**src/rtl/sdac_pkg.sv**
```systemverilog
// Package: shared types for the serial DAC word writer.
// Assumes: nothing beyond IEEE 1800-2017.
package sdac_pkg;

    // Transfer phases, in the order one word passes through them.
    typedef enum logic [2:0] {
        ST_IDLE,
        ST_SEL,
        ST_SHIFT,
        ST_DESEL,
        ST_LOAD,
        ST_RECOV
    } sdac_state_t;

endpackage

```
**src/rtl/sdac_phase_timer.sv**
```systemverilog
// Module: phase timer. Counts system clocks inside the current phase and
// flags the last cycle of it, then wraps to zero by itself.
// Assumes: len >= 1 and len does not change except on a wrap or a clear.
module sdac_phase_timer #(
    parameter int CW = 4
) (
    input  logic          clk,
    input  logic          rst_n,
    input  logic          clr,
    input  logic [CW-1:0] len,
    output logic          last
);

    logic [CW-1:0] cnt;

    // Flag the final cycle of the phase.
    assign last = (cnt == len - CW'(1));

    // Advance the count, restarting on clear or at the end of a phase.
    always_ff @(posedge clk) begin
        if (!rst_n || clr || last) begin
            cnt <= '0;
        end else begin
            cnt <= cnt + CW'(1);
        end
    end

    AST_TIMER_IN_RANGE: assert property (@(posedge clk) disable iff (!rst_n)
        !clr |-> (cnt < len));

endmodule

```
**src/rtl/sdac_shreg.sv**
```systemverilog
// Module: output shift register. Captures a word on load and moves it one
// place toward the MSB end on shift; the MSB is the bit on the wire.
// Assumes: load and shift are never requested in the same cycle.
module sdac_shreg #(
    parameter int W = 12
) (
    input  logic         clk,
    input  logic         rst_n,
    input  logic         load,
    input  logic         shift,
    input  logic [W-1:0] din,
    output logic         msb
);

    logic [W-1:0] sreg;

    assign msb = sreg[W-1];

    // Hold the word being sent, shifting left at each bit boundary.
    always_ff @(posedge clk) begin
        if (!rst_n) begin
            sreg <= '0;
        end else if (load) begin
            sreg <= din;
        end else if (shift) begin
            sreg <= {sreg[W-2:0], 1'b0};
        end
    end

    AST_LOAD_SHIFT_EXCL: assert property (@(posedge clk) disable iff (!rst_n)
        !(load && shift));

endmodule

```
**src/rtl/sdac_seq.sv**
```systemverilog
// Module: transfer sequencer. Walks each word through select setup, the
// bit-by-bit shift, select release, the load pulse and a recovery gap, and
// decodes the pin levels and shift-register controls from its state.
// Assumes: the phase timer's last flag refers to the len this module drives.
module sdac_seq
    import sdac_pkg::*;
#(
    parameter int W        = 12,
    parameter int CW       = 4,
    parameter int CLK_DIV  = 4,
    parameter int LOAD_CYC = 8
) (
    input  logic          clk,
    input  logic          rst_n,
    input  logic          in_valid,
    input  logic          last,
    output logic          timer_clr,
    output logic [CW-1:0] len,
    output logic          sh_load,
    output logic          sh_shift,
    output logic          sdo_en,
    output logic          cs_n,
    output logic          sclk,
    output logic          ld_n,
    output logic          ready
);

    localparam int BW = (W > 1) ? $clog2(W) : 1;

    sdac_state_t   state;
    logic          half;
    logic [BW-1:0] bitcnt;
    logic          last_bit;

    assign last_bit = (bitcnt == BW'(W - 1));

    // Phase length: the load pulse has its own width, all others a half period.
    assign len       = (state == ST_LOAD) ? CW'(LOAD_CYC) : CW'(CLK_DIV);
    assign timer_clr = (state == ST_IDLE);

    // Pin and control decode.
    assign ready    = (state == ST_IDLE);
    assign sh_load  = (state == ST_IDLE) && in_valid;
    assign sh_shift = (state == ST_SHIFT) && half && last && !last_bit;
    assign sdo_en   = (state == ST_SEL) || (state == ST_SHIFT);
    assign cs_n     = !sdo_en;
    assign sclk     = (state == ST_SHIFT) && half;
    assign ld_n     = (state != ST_LOAD);

    // Step through the phases of one transfer.
    always_ff @(posedge clk) begin
        if (!rst_n) begin
            state  <= ST_IDLE;
            half   <= 1'b0;
            bitcnt <= '0;
        end else begin
            unique case (state)
                ST_IDLE: begin
                    if (in_valid) begin
                        state <= ST_SEL;
                    end
                end
                ST_SEL: begin
                    if (last) begin
                        state  <= ST_SHIFT;
                        half   <= 1'b0;
                        bitcnt <= '0;
                    end
                end
                ST_SHIFT: begin
                    if (last) begin
                        if (!half) begin
                            half <= 1'b1;
                        end else begin
                            half <= 1'b0;
                            if (last_bit) begin
                                state <= ST_DESEL;
                            end else begin
                                bitcnt <= bitcnt + BW'(1);
                            end
                        end
                    end
                end
                ST_DESEL: begin
                    if (last) begin
                        state <= ST_LOAD;
                    end
                end
                ST_LOAD: begin
                    if (last) begin
                        state <= ST_RECOV;
                    end
                end
                ST_RECOV: begin
                    if (last) begin
                        state <= ST_IDLE;
                    end
                end
                default: state <= ST_IDLE;
            endcase
        end
    end

    AST_BITCNT_BOUND: assert property (@(posedge clk) disable iff (!rst_n)
        bitcnt < BW'(W));
    AST_SHIFT_ONLY_WHEN_HIGH: assert property (@(posedge clk) disable iff (!rst_n)
        sh_shift |-> sclk);

endmodule

```
**src/rtl/sdac_writer.sv**
```systemverilog
// Module: serial DAC word writer (top). Accepts a 12-bit code on a
// valid/ready handshake and sends it to a serial DAC: select, MSB-first
// shift on a divided clock, release, then a load pulse.
// Assumes: LOAD_CYC >= 2*CLK_DIV and CLK_DIV >= 1, set by the integrator.
module sdac_writer #(
    parameter int W        = 12,
    parameter int CLK_DIV  = 4,
    parameter int LOAD_CYC = 8
) (
    input  logic         clk,
    input  logic         rst_n,
    input  logic         in_valid,
    input  logic [W-1:0] in_code,
    output logic         in_ready,
    output logic         dac_sclk,
    output logic         dac_sdo,
    output logic         dac_cs_n,
    output logic         dac_ld_n
);

    localparam int MAXLEN = (LOAD_CYC > CLK_DIV) ? LOAD_CYC : CLK_DIV;
    localparam int CW     = $clog2(MAXLEN + 1);
    localparam int EW     = $clog2(W + 1) + 1;

    logic          timer_clr;
    logic [CW-1:0] len;
    logic          last;
    logic          sh_load;
    logic          sh_shift;
    logic          sdo_en;
    logic          msb;

    sdac_phase_timer #(.CW(CW)) u_timer (
        .clk   (clk),
        .rst_n (rst_n),
        .clr   (timer_clr),
        .len   (len),
        .last  (last)
    );

    sdac_seq #(
        .W        (W),
        .CW       (CW),
        .CLK_DIV  (CLK_DIV),
        .LOAD_CYC (LOAD_CYC)
    ) u_seq (
        .clk       (clk),
        .rst_n     (rst_n),
        .in_valid  (in_valid),
        .last      (last),
        .timer_clr (timer_clr),
        .len       (len),
        .sh_load   (sh_load),
        .sh_shift  (sh_shift),
        .sdo_en    (sdo_en),
        .cs_n      (dac_cs_n),
        .sclk      (dac_sclk),
        .ld_n      (dac_ld_n),
        .ready     (in_ready)
    );

    sdac_shreg #(.W(W)) u_shreg (
        .clk   (clk),
        .rst_n (rst_n),
        .load  (sh_load),
        .shift (sh_shift),
        .din   (in_code),
        .msb   (msb)
    );

    // Data line is quiet outside the select window.
    assign dac_sdo = sdo_en && msb;

    // Rising-edge tally per select window, used by the edge-count check.
    logic          sclk_q;
    logic [EW-1:0] edge_cnt;
    always_ff @(posedge clk) begin
        if (!rst_n) begin
            sclk_q   <= 1'b0;
            edge_cnt <= '0;
        end else begin
            sclk_q <= dac_sclk;
            if (dac_cs_n) begin
                edge_cnt <= '0;
            end else if (dac_sclk && !sclk_q) begin
                edge_cnt <= edge_cnt + EW'(1);
            end
        end
    end

    AST_LD_HIGH_WHILE_SELECTED: assert property (@(posedge clk) disable iff (!rst_n)
        !dac_cs_n |-> dac_ld_n);
    AST_SCLK_RESTS_LOW: assert property (@(posedge clk) disable iff (!rst_n)
        dac_cs_n |-> !dac_sclk);
    AST_TWELVE_EDGES: assert property (@(posedge clk) disable iff (!rst_n)
        $rose(dac_cs_n) |-> (edge_cnt == EW'(W)));
    AST_SDO_STEADY_AT_RISE: assert property (@(posedge clk) disable iff (!rst_n)
        $rose(dac_sclk) |-> $stable(dac_sdo));
    AST_SDO_MOVES_ON_FALL: assert property (@(posedge clk) disable iff (!rst_n)
        (!dac_cs_n && !$past(dac_cs_n) && (dac_sdo != $past(dac_sdo))) |-> $fell(dac_sclk));
    AST_SDO_QUIET_DESELECTED: assert property (@(posedge clk) disable iff (!rst_n)
        dac_cs_n |-> !dac_sdo);
    AST_LOAD_AFTER_RELEASE: assert property (@(posedge clk) disable iff (!rst_n)
        $fell(dac_ld_n) |-> $past(dac_cs_n));
    AST_BUSY_DURING_LOAD: assert property (@(posedge clk) disable iff (!rst_n)
        !dac_ld_n |-> !in_ready);

endmodule

```
**config.mk**
```make
export PLATFORM = sky130hd
export DESIGN_NAME = sdac_writer
export DESIGN_NICKNAME = d
export VERILOG_FILES = /design/src/rtl/sdac_pkg.sv /design/src/rtl/sdac_phase_timer.sv /design/src/rtl/sdac_shreg.sv /design/src/rtl/sdac_seq.sv /design/src/rtl/sdac_writer.sv
export SDC_FILE = /design/constraint.sdc
export NUM_CORES = 1
export LEC_CHECK = 0
export ABC_AREA = 1
export BUFFER_PORTS_ARGS = -buffer_cell sky130_fd_sc_hd__buf_2
export CAP_MARGIN = 40
export CORE_AREA = 2 2 61 63
export DETAILED_ROUTE_END_ITERATION = 8
export DIE_AREA = 0 0 63 65
export PLACE_DENSITY = 0.71
export SETUP_SLACK_MARGIN = 0.05
export SYNTH_ARGS = -nofsm -noshare
export SYNTH_HDL_FRONTEND = slang
export SYNTH_SLANG_ARGS = --single-unit
```
**constraint.sdc**
```tcl
create_clock -name clk -period 4.25 [get_ports clk]
set_input_delay 0.6375 -clock clk [delete_from_list [all_inputs] [get_ports clk]]
set_output_delay 0.6375 -clock clk [all_outputs]
set_load 0.02 [all_outputs]
```
Word-level counts from Yosys, hierarchy flattened --
Cells that the tools add are included.
Storage, ports and cells: flip-flop bits (word level) 24, logic and storage cells 63, input port bits 15, output and inout bits 5
Operators by class: muxes and demuxes 21, reduce and logical (&&, ||, !) cells 17, add/subtract/negate cells 3, eq/ne operators 17
Operator list (number):
- $mux 12 | 2
- $mux 3 | 8
- $mux 4 | 5
- $pmux 3 s6 | 1
- $ne 2x1->1 const B | 7
- $add 4x1->4 const B | 2
- $pmux 4 s2 | 1
- $reduce_and 8->1 | 1
- $eq 3x2->1 const B | 2
- $eq 3x3->1 const B | 2
- $logic_and 1x1->1 | 5
- $reduce_and 5->1 | 1
- $eq 4x4->1 | 1
- $eq 4x4->1 const B | 1
- $ne 2x2->1 const B | 2
- $reduce_bool 2->1 | 2
- $sub 4x1->4 const B | 1
- $eq 3x1->1 const B | 1
- $logic_not 1->1 | 3
- $logic_not 3->1 | 1
- $logic_or 1x1->1 | 3
- $mux 1 | 3
- $ne 3x3->1 const B | 1
- $reduce_and 3->1 | 1
- $pmux 1 s2 | 1

Depth between registers and ports, before layout --
Gate-level depths: netlist of the first run.
depth in word-level cells 8, gate-level depth with buffers 12, depth with buffers taken out 11

Cells and area by module --
Synthesis of the first run repeated with hierarchy kept, for this count alone.
Second synthesis, totals: cell total of the unflattened synthesis 237, area, all modules 1525.2 µm²
Modules (own cells, without submodules):
- sdac_seq | area an instance 629.4 µm², times used 1, sequential area each 160.2 µm², cells an instance 99
- sdac_shreg | area an instance 584.3 µm², times used 1, sequential area each 240.2 µm², cells an instance 91
- sdac_phase_timer | area an instance 304.0 µm², times used 1, sequential area each 80.1 µm², cells an instance 45
- sdac_writer | area an instance 7.5 µm², times used 1, sequential area each 0.0 µm², cells an instance 2

Worst setup path after synthesis of the first run --
No wires, ideal clock.
kind reg-to-output, start point reg u_seq.state[1], end point out dac_sdo, required time 3.612 ns, slack 2.493 ns, buffers on the path 0, cell stages (with the launch flop) 5, data arrival time 1.120 ns, cells stage by stage dfxtp_1 > inv_2 > nand2_4 > nand3_2 > nor2_1
Between the ends: word-level cells in the longest chain between the ends 3, elaborated cells between the ends (all ways) 4, classes of those cells 2 x eq/ne; 2 x reduce/logical
Ends and longest elaborated chain:
- start: declaration | RTL line sdac_seq.sv:30 | sdac_state_t state;
- start signal: assignment | RTL line sdac_seq.sv:53 | state <= ST_IDLE;
- start signal: assignment | RTL line sdac_seq.sv:60 | state <= ST_SEL;
- start signal: assignment | RTL line sdac_seq.sv:65 | state <= ST_SHIFT;
- $eq 3x1->1 / $eq 3x2->1 (equally long branches) | RTL line sdac_seq.sv:45 | assign sdo_en = (state == ST_SEL) || (state == ST_SHIFT);
- $logic_or 1x1->1 * | RTL line sdac_seq.sv:45
- $logic_and 1x1->1 * | RTL line sdac_writer.sv:72 | assign dac_sdo = sdo_en && msb;
- end: declaration | RTL line sdac_writer.sv:16 | output logic dac_sdo,
Every way passes the cells marked *; elsewhere a longest branch is shown, timed or not.

Worst setup path in the final report of the first run --
Ends and elaborated chain as after synthesis.

==> impl_metrics.json, run 1 <==
{
  "status": "finished, final reports clean",
  "met2_wirelength_um": 1120,
  "power.ir.vdd_worst_uv": 263,
  "placed_cells_incl_taps": 286,
  "netlist_top_cells_area": "dfxtp_1 (31%), nand2_1 (17%), nor2_1 (7.8%)",
  "synth_nets": 243,
  "critPathRequiredTime_ns": 3.61,
  "via_count": 1220,
  "hp-start": "u_timer.cnt[0]",
  "setup.worst_path.class": "register to primary output",
  "io_pins": 20,
  "final_report_hold_violation_count": 0,
  "globalRouteOverflowTotal": 0,
  "cts.sinks": 24,
  "ys.warnings.count": 0,
  "drt_iter0_drc": 59,
  "synth_sequential_area_ratio": 0.313,
  "hold_path.class": "register to register",
  "area_growth_syn_to_layout_pct": 6.44,
  "final_antenna_net_count": 0,
  "top_signal_layer_used": "met4",
  "ff_latch_area_sq_um": 480,
  "power_density_mw_per_mm2": 543,
  "buffer_ports.inserted": 19,
  "kind_of_end_point_of_the_critical_path": "primary output",
  "detail_route.wirelength.met1_um": 1270,
  "postSynthAreaPerCell_sq_um": 6.79,
  "finalNonFillerCells": 290,
  "clock.fmax_mhz": 491,
  "tritoncts.num_buffers": 3,
  "floorplan.initialDensity": 0.439,
  "syn_area_sq_mm": 0.00154,
  "final_cycle_share": 0.479,
  "setup.worst_path.start_class": "register",
  "multi_input_area_sq_um": 838,
  "grt_antenna_before_repair": 0,
  "mostFrequentLayoutCell": "nand2_1",
  "die_width_um": 63,
  "clock_latency_on_the_worst_skew_pair_ns": 0.31,
  "nNetsFinal": 260,
  "cts_hold_buffers": 0,
  "avgRoutedWirePerCell_um": 8.64,
  "clock_tree.root_cell": "clkbuf_4",
  "timing.final.setup_violations": 0,
  "postSynthRegisterBits": 24,
  "postCtsSetupBuffers": 0,
  "grt_first_pass_wirelength_um": 4420,
  "routed_via_density": 4.21,
  "route.final.wire_length_um": 2510,
  "simple_gate_share_of_the_synthesized_area": 0.486,
  "met3WireLength_um": 97,
  "worst_pin_slew_ns": 0.439,
  "full_die_area_sq_mm": 0.00410,
  "max_slew_margin": 0.707,
  "max_cap_violations": 0,
  "timing_startpoint_of_the_critical_path": "u_seq.state[1]",
  "diodes": 0,
  "tritoncts_clock_tree": "done",
  "core_sq_mm": 0.00350,
  "clock_skew_after_layout_ns": 0.00278,
  "yosys-mux-area-fraction": 0,
  "synth_top_area_share": 0.313,
  "final_slew_violations": 0,
  "route.detailed.drc": 0,
  "most_area_hungry_cell_type_in_the_yosys_netlist": "dfxtp_1",
  "synth_compound_gate_area_share": 0.0383,
  "detailedRoute.firstPassIterationCount": 4,
  "dp_slack_ns": 2.55,
  "max_fo_critical_path": 6,
  "synth_cell_type_count": 29,
  "synth_xor_xnor_area_share": 0.00570,
  "largest_net_degree_at_the_start_of_global_routing": 23,
  "postPlaceCellArea_sq_mm": 0.00160,
  "post-route-cell-area_sq_mm": 0.00163,
  "post_synth_fa_ha_maj_area_fraction": 0.0163,
  "cts_resized": 0,
  "arrival_ns": 1.40,
  "post-route-min-period_ns": 2.04,
  "cts-root-to-sink-buffers": 2,
  "cts_max_level": 1,
  "rsz0062_at_grt": "false",
  "worst_slack_ns": 2.21,
  "first_global_vias": 1077,
  "die_height_um": 65,
  "clkTransAtPathRegs_ns": 0.13,
  "global_route.usage.total": 0.134,
  "layout-drive-gt1-share": 0.273,
  "timing.rr.start": "u_timer.cnt[0]",
  "layout.cells.most_common_list": "nand2_1 (70), nor2_1 (32), inv_1 (25), dfxtp_1 (24), buf_2 (19)",
  "fin_hold_ws_ns": 0.468,
  "synth_cells": 226,
  "synth_top_family_by_area": "simple AND/OR/NAND/NOR gates",
  "rows": 22,
  "gpl.final_weighted_congestion": 0.822,
  "p_leak_nw": 0.777,
  "hpwlAfterDp_um": 1860,
  "number_of_filler_cells_placed_in_the_layout": 380,
  "timing.setup.tns_ns": 0
}
[layout make-up]
cell class / count / area share
Inverter: 31 / 0.0758
Tap cell: 48 / 0.0368
Sequential cell: 24 / 0.294
Multi-Input combinational cell: 164 / 0.513
Timing Repair Buffer: 19 / 0.0582
Clock buffer: 4 / 0.0222
[power breakdown]
part / switching, mW / leakage [nW] / internal (mW) / total (mW)
logic: 0.286 / 0.559 / 0.154 / 0.440
registers: 0.0451 / 0.196 / 0.284 / 0.330
clock network: 0.0651 / 0.0210 / 0.0523 / 0.117
total: 0.396 / 0.777 / 0.491 / 0.887
[cell usage after synthesis, drive strengths merged]
| library cell | count |
|---|---|
| buf | 5 |
| o21a | 1 |
| nor2 | 46 |
| nand3 | 15 |
| o21ai | 2 |
| a21boi | 1 |
| or2 | 1 |
| xor2 | 1 |
| dfxtp | 24 |
| nand4 | 1 |
| nor3 | 2 |
| nand2 | 86 |
| ha | 2 |
| a21oi | 6 |
| clkbuf | 2 |
| inv | 31 |
[worst paths after layout]
| path | end | slack [ns] | cells past startpoint |
|---|---|---|---|
| worst max-delay path | dac_sdo | 2.21 | 5 |
| worst min register to register | u_timer.cnt[0] | 0.47 | 1 |
| worst max register to register | u_shreg.sreg[1] | 2.72 | 10 |
| worst min-delay path | u_timer.cnt[0] | 0.47 | 1 |
[sequential cells by signal (all words and copies together) (netlist names)]
signal / count
u_seq.bitcnt: 4
u_seq.half: 1
u_seq.state: 3
u_shreg.sreg: 12
u_timer.cnt: 4
[through the flow]
step	power, mW	util
finish	0.887	0.467
detailed placement	0.779	0.457
global placement	0.777	0.457
floorplan	0.742	-
CTS	0.902	0.467
global route	0.973	0.467
[metal layers]
metal	GRT usage	vias up
li1	-	707
met1	0.167	494
met2	0.229	17
met3	0.0208	2
met4	0.0583	0
met5	0	-
[critical path, cell delays in order, from the launching register on]
cell and delay [ns]:
dfxtp_1 0.47, inv_2 0.07, nand2_4 0.10, nand3_2 0.15, nor2_1 0.12, buf_2 0.17
[logic make-up (layout without fill, tap and decap cells)]
family / after synthesis / after routing
xor+xnor: 1 / 1
fa+ha+maj: 2 / 2
simple gates: 151 / 151
compound gates: 10 / 10
buf+inv: 38 / 54
flops: 24 / 24
No activity file was read; power rests on OpenSTA's default activity.
==> inputs of run 2 (changes only) <==
- PLACE_DENSITY: 0.71 -> 0.73
- clock period: 4.25 -> 1.75 ns (I/O delays scaled with it)
==> impl_metrics.json, run 2 (synthesis results as in run 1) <==
{
  "status": "finished, final reports clean",
  "largest_net_degree_at_the_start_of_global_routing": 23,
  "grt_first_pass_wirelength_um": 4640,
  "layout-drive-gt1-share": 0.285,
  "postPlaceCellArea_sq_mm": 0.00160,
  "final_report_hold_violation_count": 0,
  "route.final.wire_length_um": 2580,
  "postCtsSetupBuffers": 0,
  "timing.setup.tns_ns": 0,
  "die_height_um": 65,
  "post-route-min-period_ns": 1.54,
  "critPathRequiredTime_ns": 1.49,
  "gpl.final_weighted_congestion": 0.808,
  "tritoncts_clock_tree": "done",
  "cts-root-to-sink-buffers": 2,
  "diodes": 0,
  "grt_antenna_before_repair": 0,
  "routed_via_density": 4.31,
  "final_cycle_share": 0.882,
  "area_growth_syn_to_layout_pct": 7.33,
  "internal_power_mw": 1.21,
  "tritoncts.num_buffers": 3,
  "worst_slack_ns": 0.207,
  "first_global_vias": 1101,
  "dp_slack_ns": 0.241,
  "route.detailed.drc": 0,
  "timing.final.setup_violations": 0,
  "worst_pin_slew_ns": 0.385,
  "globalRouteOverflowTotal": 0,
  "clock_tree.root_cell": "clkbuf_4",
  "die_width_um": 63,
  "mostFrequentLayoutCell": "nand2_1",
  "arrival_ns": 1.28,
  "p_switching_uw": 989,
  "cts.sinks": 24,
  "groute.layer.met3.usage": 0.0208,
  "setup.worst_path.start_class": "register",
  "drt_iter0_drc": 86,
  "cts_max_level": 1,
  "buffer_ports.inserted": 19,
  "rsz0062_at_grt": "false",
  "p_leak_nw": 0.779,
  "final_antenna_net_count": 0,
  "detailedRoute.firstPassIterationCount": 4,
  "power_density_mw_per_mm2": 1330,
  "avgRoutedWirePerCell_um": 8.90,
  "number_of_filler_cells_placed_in_the_layout": 366,
  "power.ir.vdd_worst_uv": 700,
  "kind_of_end_point_of_the_critical_path": "primary output",
  "clock.fmax_mhz": 648,
  "final_slew_violations": 0,
  "max_fo_critical_path": 5,
  "via_count": 1251,
  "largestRegisters": "u_shreg.sreg (12), u_seq.bitcnt (4), u_timer.cnt (4)",
  "floorplan.initialDensity": 0.439,
  "hpwlAfterDp_um": 1880,
  "largest_register_ff_count": 12,
  "groute.layer.met2.usage": 0.226,
  "switching_share": 0.451,
  "multi_input_area_sq_um": 846,
  "rows": 22,
  "max_slew_margin": 0.743,
  "gr-usage-met1": 0.188,
  "nNetsFinal": 260,
  "post-route-cell-area_sq_mm": 0.00165,
  "io_pins": 20,
  "setup.worst_path.class": "register to primary output",
  "clock_skew_after_layout_ns": 0.00458,
  "clkTransAtPathRegs_ns": 0.14,
  "ff_latch_area_sq_um": 487,
  "max_cap_violations": 0,
  "global_route.usage.total": 0.140,
  "gr-max-usage-layer": "met2",
  "clock_latency_on_the_worst_skew_pair_ns": 0.32,
  "power.share.clock": 0.137,
  "core_sq_mm": 0.00350,
  "sequentialPowerShare": 0.370,
  "cts_hold_buffers": 0,
  "full_die_area_sq_mm": 0.00410,
  "hold_path.class": "input port to register",
  "comb_power_share": 0.493,
  "largest-register": "u_shreg.sreg",
  "layout.cells.most_common_list": "nand2_1 (70), nor2_1 (32), inv_1 (25), dfxtp_1 (21), buf_2 (19)"
}
run 2: cell counts in the layout (fill, tap and decap cells not counted):
Identical to the previous run, type by type.
run 2: cell type report:
type                            instances  area share
Tap cell                               48      0.0364
Multi-Input combinational cell        164       0.513
Clock buffer                            4      0.0220
Sequential cell                        24       0.295
Timing Repair Buffer                   19      0.0577
Inverter                               31      0.0752
run 2: critical path, cell delays in order (launching register included):
cell     delay, ns
dfxtp_2       0.41
inv_4         0.06
nand2_4       0.10
nand3_4       0.12
nor2_1        0.10
buf_2         0.17
run 2: worst paths after layout:
path | cells after the start | startpoint | slack [ns] | end
max | 5 | u_seq.state[0] | 0.21 | dac_sdo
max reg2reg | 10 | u_timer.cnt[0] | 0.22 | u_shreg.sreg[1]
min | 3 | in_code[0] | 0.22 | u_shreg.sreg[0]
min reg2reg | 1 | u_timer.cnt[0] | 0.46 | u_timer.cnt[0]
run 2: power groups by stage:
stage | Sequential [mW] | Clock [mW] | Combinational, mW
2_1_floorplan | 0.779 | 0 | 1.02
3_3_place_gp | 0.815 | 0 | 1.07
3_5_place_dp | 0.817 | 0 | 1.08
4_1_cts | 0.806 | 0.311 | 1.08
5_1_grt | 0.835 | 0.329 | 1.25
6_report | 0.811 | 0.301 | 1.08
run 2: metrics by stage:
step,total power [mW],hold WS (ns),util,instances
after detailed placement,1.89,0.442,0.457,286
after global placement,1.88,0.432,0.457,286
after CTS,2.20,0.211,0.468,290
final,2.19,0.224,0.471,290
after global routing,2.41,0.216,0.471,290
after floorplan,1.80,0.417,-,226
run 2: what timing repair did:
item | in CTS | in global routing
resized for setup | 1 | 4
pin swaps | 0 | 0
endpoints found under the setup margin | 1 | 3
run 2: per-layer routing:
layer | wire length, um | share of wire | up-vias
met4 | 48 | 0.019 | 0
met2 | 1140 | 0.44 | 19
li1 | - | - | 707
met3 | 80 | 0.031 | 4
met5 | 0 | 0 | -
met1 | 1320 | 0.51 | 521
